$ cat config.mk
export PLATFORM = sky130hd
export DESIGN_NAME = rot1_selftest_engine
export DESIGN_NICKNAME = d
export VERILOG_FILES = /design/src/rtl/rot1_pkg.sv /design/src/rtl/rot1_addr_walker.sv /design/src/rtl/rot1_pattern_gen.sv /design/src/rtl/rot1_result_latch.sv /design/src/rtl/rot1_selftest_engine.sv
export SDC_FILE = /design/constraint.sdc
export NUM_CORES = 1
export LEC_CHECK = 0
export ABC_AREA = 1
export BUFFER_PORTS_ARGS = -buffer_cell sky130_fd_sc_hd__buf_4
export CORE_MARGIN = 8
export CORE_UTILIZATION = 49
export DETAILED_ROUTE_END_ITERATION = 8
export PLACE_DENSITY = 0.72
export SYNTH_ARGS = -nofsm -noshare
export SYNTH_HDL_FRONTEND = slang
export SYNTH_HIERARCHICAL = 1
export SYNTH_SLANG_ARGS = --single-unit
$ cat constraint.sdc
create_clock -name clk -period 1.9 [get_ports clk]
set_input_delay 0.475 -clock clk [delete_from_list [all_inputs] [get_ports clk]]
set_output_delay 0.475 -clock clk [all_outputs]
set_load 0.1 [all_outputs]
$ cat src/rtl/rot1_pkg.sv
package rot1_pkg;

    typedef enum logic [3:0] {
        ST_IDLE,
        ST_RD_ORIG,
        ST_WAIT_ORIG,
        ST_WRITE,
        ST_RD_BACK,
        ST_WAIT_BACK,
        ST_COMPARE,
        ST_RESTORE,
        ST_END
    } seq_state_e;

    // Control strobes decoded from the sequencer state each cycle
    typedef struct packed {
        logic begin_run;
        logic keep_orig;
        logic grab_rd;
        logic we;
        logic use_orig;
        logic step_adv;
        logic step_clr;
        logic addr_adv;
        logic flag_fail;
    } seq_ctl_t;

    // Fixed busy cycles per address for a given data width
    function automatic int cycles_per_addr(input int dw);
        return 3 + 4 * dw;
    endfunction

endpackage

$ cat src/rtl/rot1_addr_walker.sv
module rot1_addr_walker #(
    parameter int DEPTH = 256,
    parameter int AW    = 8
) (
    input  logic          clk,
    input  logic          rst,
    input  logic          clear,
    input  logic          advance,
    output logic [AW-1:0] addr,
    output logic          last
);
    localparam logic [AW-1:0] LAST_ADDR = AW'(DEPTH - 1);

    logic [AW-1:0] addr_q;

    always_ff @(posedge clk) begin
        if (rst || clear) begin
            addr_q <= '0;
        end else if (advance) begin
            addr_q <= addr_q + AW'(1);
        end
    end

    assign addr = addr_q;
    assign last = (addr_q == LAST_ADDR);
endmodule

$ cat src/rtl/rot1_pattern_gen.sv
module rot1_pattern_gen #(
    parameter int DW = 8,
    parameter int SW = 3
) (
    input  logic          clk,
    input  logic          rst,
    input  logic          clear,
    input  logic          advance,
    output logic [DW-1:0] pattern,
    output logic          last_step
);
    logic [SW-1:0] step_q;

    always_ff @(posedge clk) begin
        if (rst || clear) begin
            step_q <= '0;
        end else if (advance) begin
            step_q <= step_q + SW'(1);
        end
    end

    // Bit i is set once the step index has reached i: cumulative fill of ones
    for (genvar i = 0; i < DW; i++) begin : g_fill
        assign pattern[i] = (SW'(i) <= step_q);
    end

    assign last_step = (step_q == SW'(DW - 1));
endmodule

$ cat src/rtl/rot1_result_latch.sv
module rot1_result_latch #(
    parameter int AW = 8,
    parameter int DW = 8
) (
    input  logic          clk,
    input  logic          rst,
    input  logic          clear,
    input  logic          capture,
    input  logic [AW-1:0] cur_addr,
    input  logic [DW-1:0] cur_expected,
    input  logic [DW-1:0] cur_actual,
    output logic          fail,
    output logic [AW-1:0] fail_addr,
    output logic [DW-1:0] fail_expected,
    output logic [DW-1:0] fail_actual
);
    logic          fail_q;
    logic [AW-1:0] addr_q;
    logic [DW-1:0] exp_q;
    logic [DW-1:0] act_q;

    always_ff @(posedge clk) begin
        if (rst || clear) begin
            fail_q <= 1'b0;
            addr_q <= '0;
            exp_q  <= '0;
            act_q  <= '0;
        end else if (capture && !fail_q) begin
            fail_q <= 1'b1;
            addr_q <= cur_addr;
            exp_q  <= cur_expected;
            act_q  <= cur_actual;
        end
    end

    assign fail          = fail_q;
    assign fail_addr     = addr_q;
    assign fail_expected = exp_q;
    assign fail_actual   = act_q;
endmodule

$ cat src/rtl/rot1_selftest_engine.sv
module rot1_selftest_engine
    import rot1_pkg::*;
#(
    parameter int DEPTH = 256,
    parameter int DW    = 8,
    localparam int AW   = (DEPTH > 1) ? $clog2(DEPTH) : 1
) (
    input  logic          clk,
    input  logic          rst,
    input  logic          start,
    output logic [AW-1:0] mem_addr,
    output logic [DW-1:0] mem_wdata,
    output logic          mem_we,
    input  logic [DW-1:0] mem_rdata,
    output logic          busy,
    output logic          done,
    output logic          fail,
    output logic [AW-1:0] fail_addr,
    output logic [DW-1:0] fail_expected,
    output logic [DW-1:0] fail_actual
);
    localparam int SW = (DW > 1) ? $clog2(DW) : 1;

    seq_state_e    state_q, state_d;
    seq_ctl_t      ctl;
    logic [AW-1:0] addr;
    logic          addr_last;
    logic [DW-1:0] pattern;
    logic          step_last;
    logic [DW-1:0] orig_q;
    logic [DW-1:0] cap_q;
    logic          mismatch;

    rot1_addr_walker #(.DEPTH(DEPTH), .AW(AW)) i_walker (
        .clk     (clk),
        .rst     (rst),
        .clear   (ctl.begin_run),
        .advance (ctl.addr_adv),
        .addr    (addr),
        .last    (addr_last)
    );

    rot1_pattern_gen #(.DW(DW), .SW(SW)) i_pattern (
        .clk       (clk),
        .rst       (rst),
        .clear     (ctl.begin_run | ctl.step_clr),
        .advance   (ctl.step_adv),
        .pattern   (pattern),
        .last_step (step_last)
    );

    rot1_result_latch #(.AW(AW), .DW(DW)) i_result (
        .clk           (clk),
        .rst           (rst),
        .clear         (ctl.begin_run),
        .capture       (ctl.flag_fail),
        .cur_addr      (addr),
        .cur_expected  (pattern),
        .cur_actual    (cap_q),
        .fail          (fail),
        .fail_addr     (fail_addr),
        .fail_expected (fail_expected),
        .fail_actual   (fail_actual)
    );

    assign mismatch = (cap_q != pattern);

    // Sequencer: next state and control strobes
    always_comb begin
        state_d = state_q;
        ctl     = '0;
        unique case (state_q)
            ST_IDLE: begin
                if (start) begin
                    ctl.begin_run = 1'b1;
                    state_d       = ST_RD_ORIG;
                end
            end
            ST_RD_ORIG:   state_d = ST_WAIT_ORIG;
            ST_WAIT_ORIG: begin
                ctl.keep_orig = 1'b1;
                state_d       = ST_WRITE;
            end
            ST_WRITE: begin
                ctl.we  = 1'b1;
                state_d = ST_RD_BACK;
            end
            ST_RD_BACK:   state_d = ST_WAIT_BACK;
            ST_WAIT_BACK: begin
                ctl.grab_rd = 1'b1;
                state_d     = ST_COMPARE;
            end
            ST_COMPARE: begin
                if (mismatch) begin
                    ctl.flag_fail = 1'b1;
                    state_d       = ST_END;
                end else if (step_last) begin
                    state_d = ST_RESTORE;
                end else begin
                    ctl.step_adv = 1'b1;
                    state_d      = ST_WRITE;
                end
            end
            ST_RESTORE: begin
                ctl.we       = 1'b1;
                ctl.use_orig = 1'b1;
                ctl.step_clr = 1'b1;
                if (addr_last) begin
                    state_d = ST_END;
                end else begin
                    ctl.addr_adv = 1'b1;
                    state_d      = ST_RD_ORIG;
                end
            end
            ST_END:  state_d = ST_IDLE;
            default: state_d = ST_IDLE;
        endcase
    end

    always_ff @(posedge clk) begin
        if (rst) begin
            state_q <= ST_IDLE;
        end else begin
            state_q <= state_d;
        end
    end

    // Saved original byte and read-back capture register
    always_ff @(posedge clk) begin
        if (rst) begin
            orig_q <= '0;
            cap_q  <= '0;
        end else begin
            if (ctl.keep_orig) begin
                orig_q <= mem_rdata;
            end
            if (ctl.grab_rd) begin
                cap_q <= mem_rdata;
            end
        end
    end

    assign mem_addr  = addr;
    assign mem_we    = ctl.we;
    assign mem_wdata = ctl.use_orig ? orig_q : pattern;
    assign busy      = (state_q != ST_IDLE) && (state_q != ST_END);
    assign done      = (state_q == ST_END);
endmodule

# --- Yosys cells after proc, flatten, opt, wreduce, memory -nomap -nowiden ---
# Cells that the tools add are included.
classes:
  n_reduce_logical: 8
  bitwise_logic: 1
  order_cmp: 8
  n_eq_ne: 13
  addsub: 2
  muxes: 19
op_table:
  columns: ["operator", "n"]
  rows:
  - ["$pmux W4 S8", 1]
  - ["$eq A4 B3 Y1 const B", 4]
  - ["$le A3 B3 Y1 const A", 4]
  - ["$mux W1", 12]
  - ["$mux W4", 3]
  - ["$add A8 B1 Y8 const B", 1]
  - ["$eq A4 B2 Y1 const B", 2]
  - ["$eq A8 B8 Y1 const B", 1]
  - ["$mux W8", 1]
  - ["$ne A8 B8 Y1", 1]
  - ["$le A1 B3 Y1 const A", 2]
  - ["$le A2 B3 Y1 const A", 2]
  - ["$eq A4 B1 Y1 const B", 1]
  - ["$eq A4 B4 Y1 const B", 1]
  - ["$logic_not A4 Y1", 1]
  - ["$ne A4 B4 Y1 const B", 1]
  - ["$reduce_bool A4 Y1", 1]
  - ["$add A3 B1 Y3 const B", 1]
  - ["$eq A3 B3 Y1 const B", 1]
  - ["$mux W3", 1]
  - ["$logic_and A1 B1 Y1", 2]
  - ["$logic_or A1 B1 Y1", 2]
  - ["$mux W2", 1]
  - ["$ne A2 B2 Y1 const B", 1]
  - ["3 further kinds", 3]
totals:
  ff_bits: 56
  inputBits: 11
  out_inout_bits: 44
  wordCells: 60

# --- Depth between registers and ports, before layout ---
logic_depth:
  depth_word: 5
  mapped_depth: 17
  depth_no_buf: 15

# --- Cells and area by module ---
# Netlist, hierarchy kept.
modules_own_cells:
  columns: ["module", "seq_area_each_um2", "cells_per_inst", "area_each_um2", "instances"]
  rows:
  - ["rot1_result_latch", 500.5, 159, 1086.0, 1]
  - ["rot1_selftest_engine", 400.4, 171, 1078.5, 1]
  - ["rot1_addr_walker", 160.2, 53, 380.4, 1]
  - ["rot1_pattern_gen", 60.1, 37, 246.5, 1]

# --- Worst setup path before layout ---
# Ideal clock, no wire load.
synth_timing:
  path_kind: "register to output"
  startpoint: "register state_q[0]"
  endpoint: "output port done"
  setup_slack_ps: -1166
  required_ps: 1425
  t_arrival_ps: 2591
  stages_incl_launch_ff: 6
  path_buffers: 0
  cell_sequence: "dfxtp_1 -> inv_1 -> nand2_1 -> inv_2 -> nand2_1 -> nor2_1"
synth_between:
  elab_chain_cells: 1
synth_lines:
  columns: ["item", "line", "rtl"]
  rows:
  - ["start, declared", "rot1_selftest_engine.sv:24", "seq_state_e state_q, state_d;"]
  - ["start signal, assigned", "rot1_selftest_engine.sv:124", "state_q <= state_d;"]
  - ["$eq A4 B4 Y1", "rot1_selftest_engine.sv:147", "assign done = (state_q == ST_END);"]
  - ["end, declared", "rot1_selftest_engine.sv:16", "output logic done,"]
# No other way between the ends.

==> results.ini <==
[yosys]
syn-num-nets=436
syn-mean-instance-area_sq_um=6.646
ys_ff_latch=56
synth_area_leaders=dfxtp_1, nor2_1, nand2_1
syn-cell-area_sq_um=2791
synth_cells=420
synth.distinct_cells=29
synth_top_area_share_pct=40.16
yosysTopAreaCell=dfxtp_1
yosysSeqAreaShare_pct=40.16
synth_warnings=6

[sta]
max-slew-margin-rel_pct=37.68
finalCritPeriodShare_pct=113.9
hold_viol=0
max_freq_ghz=0.4622
rsz0062_at_grt=yes
tightest_slew_ns=0.9338
finalMaxSlewViolations=0
finalClockSkew_ns=0.005993
period_needed_ns=2.164
fin_ws_ns=-0.2636
whs_ns=0.3835
finalSetupViolations=38

[grt]
grt_pass1_vias=2747
grt_overflow=0
grt_max_degree=26
grt_pass1_wl_um=12680
grt_use_total_pct=18.07
antenna_found_initial=0

[setup_path]
worstPathArrival_ns=2.42
cp_slowest_cell=dfxtp_4
slowest_delay_ns=0.43
crit_path_end_kind=register
start_kind=register
cp_max_fo=6
required_ns=2.15
crit_path_frequent_cell=nand2_1
crit_chain=buf_6 -> ha_4 -> ha_4 -> inv_2 -> nand2_1 -> nand2_1 -> nor2_1 -> nand2_2 -> o21ai_2 -> inv_2 -> buf_6 -> buf_16 -> nand3_1 -> nand2_1 -> nor2_1
critical_path_class=reg2reg

[place]
dp_hpwl_um=5204
place.gp.congestion=0.8500
portBuffers=54
dp_slack_ns=-0.1388

[clock_network]
clockRootBuffer=clkbuf_8
cts_hold_buf=0
clockBufferDepth=2
clk_latency_ns=0.31
numCtsBuffers=5
clock_sinks=56
cts_htree_levels=2
clk_pin_slew_ns=0.10
cts_tree=yes

[cells_and_area]
area_growth_pct=54.37
fill_cells=379
post_route_cells_drive_above_1_share_pct=41.92
antennaDiodeCount=0
multiInputGateArea_sq_um=1704
seqCellArea_sq_um=1149
finalNetCount=535

[die]
die_area_sq_um=8368
start_util_pct=50.69
rows=27
die_w_um=91.48
die_h_um=91.48
io_pins=55
core_area_sq_um=5507

[routing]
ant_nets=0
vias=3011
vias_per_cell=5.086
wl_um=8851
drt_iter0_drc=193
wl_per_cell_um=14.95
drc=0
first_pass_iters=5

[pwr]
p_leak_nw=1.862
ir_worst_vdd_v=0.0004258
powerDensity_nw_per_um2=544.3
power_mw=2.346

[min_path]
hold_path.class=in2reg

[run_status]
status=finished, violations left
violations=setup timing

[run]
maxCapViolations=0

metal layers:
| metal | track usage [%] | up-vias | routed length, um |
|---|---|---|---|
| met1 | 21.42 | 1405 | 3649 |
| li1 | - | 1489 | - |
| met4 | 7.503 | 0 | 297 |
| met2 | 30.91 | 93 | 4474 |
| met3 | 3.621 | 24 | 429 |
| met5 | 0 | - | 0 |
state kept, by name, summed over array words and instances (netlist names):
signal,flops
cap_q,8
i_walker/addr,8
i_result/fail,1
i_pattern/step_q,3
state_q,4
i_result/fail_addr,8
i_result/fail_expected,8
orig_q,8
i_result/fail_actual,8
cells in the mapped netlist (all sizes together):
cell      n
o21ai    31
o21a      1
dfxtp    56
nor2    103
nand3    30
inv      67
nand3b    1
nand4     2
a22o      1
a21oi    20
buf      12
nor3      2
o211ai    1
clkbuf    1
nand2    87
ha        5
final timing paths:
check	startpoint	end	slack [ns]	depth (start not counted)
max	i_pattern/step_q[1]	i_result/fail_addr[1]	-0.26	15
min	rst	state_q[3]	0.38	2
min reg2reg	i_walker/addr[0]	i_walker/addr[0]	0.48	1
max reg2reg	i_pattern/step_q[1]	i_result/fail_addr[1]	-0.26	15
placed cells by master (no fill, tap or decap), types with 2 or more instances in the layout:
cell type  count
a21oi_1       16
a21oi_2        3
buf_12         9
buf_4         73
buf_6         18
clkbuf_16      2
clkbuf_8       5
dfxtp_1       42
dfxtp_2       10
dfxtp_4        4
ha_4           4
inv_1         48
inv_2         14
inv_4          3
inv_6          2
nand2_1       72
nand2_2       12
nand2_4        3
nand3_1       21
nand3_2        8
nand4_1        2
nor2_1        73
nor2_2        12
nor2_4        20
nor3_2         2
o21ai_0       18
o21ai_1        4
o21ai_4        8
cell families (layout without fill, tap and decap cells):
logic type	Yosys count	in the layout	synth area share [%]
AOI/OAI and AO/OA	54	54	10.26
DFF	56	56	40.16
buffers and inverters	80	178	12.91
and+or+nand+nor	225	227	34.42
adders and majority gates	5	5	2.241
report_power, final:
group	internal (mW)	switching [mW]
logic	0.120	0.268
clock network	0.339	0.390
registers	1.21	0.0229
total	1.66	0.681
metrics by stage:
step | cells | setup TNS, ns | cell area, sq um | util (%)
2_1_floorplan | 420 | -0.06420 | 2962 | -
3_3_place_gp | 557 | -2.442 | 3527 | 64.05
3_5_place_dp | 557 | -3.111 | 3527 | 64.05
4_1_cts | 581 | -3.707 | 3956 | 71.85
5_1_grt | 592 | -11.55 | 4309 | 78.25
6_report | 592 | -6.876 | 4309 | 78.25
area by class of cell:
cell class / instances / area share (%)
Sequential cell: 56 / 26.66
Timing Repair inverter: 1 / 0.2033
Multi-Input combinational cell: 286 / 39.55
Tap cell: 72 / 2.091
Timing Repair Buffer: 102 / 22.82
Clock inverter: 1 / 0.1161
Inverter: 67 / 6.301
Clock buffer: 7 / 2.265
critical path: cells and delay by family, from the launching register on:
| family | cells | cell delay (ns) |
|---|---|---|
| buffers and inverters | 5 | 0.51 |
| AND/OR/NAND/NOR | 7 | 0.70 |
| AO/OA/AOI/OAI | 1 | 0.18 |
| flip-flops | 1 | 0.43 |
| adder cells (fa/ha/maj) | 2 | 0.29 |
what timing repair did:
action,4_1_cts,5_1_grt
setup buffers,12,13
gates resized for setup,52,70
cloned,4,1
endpoints found under the hold margin,0,0
pin swaps,24,36
setup endpoints to repair,36,46
Power figures use the tool's default switching activity.
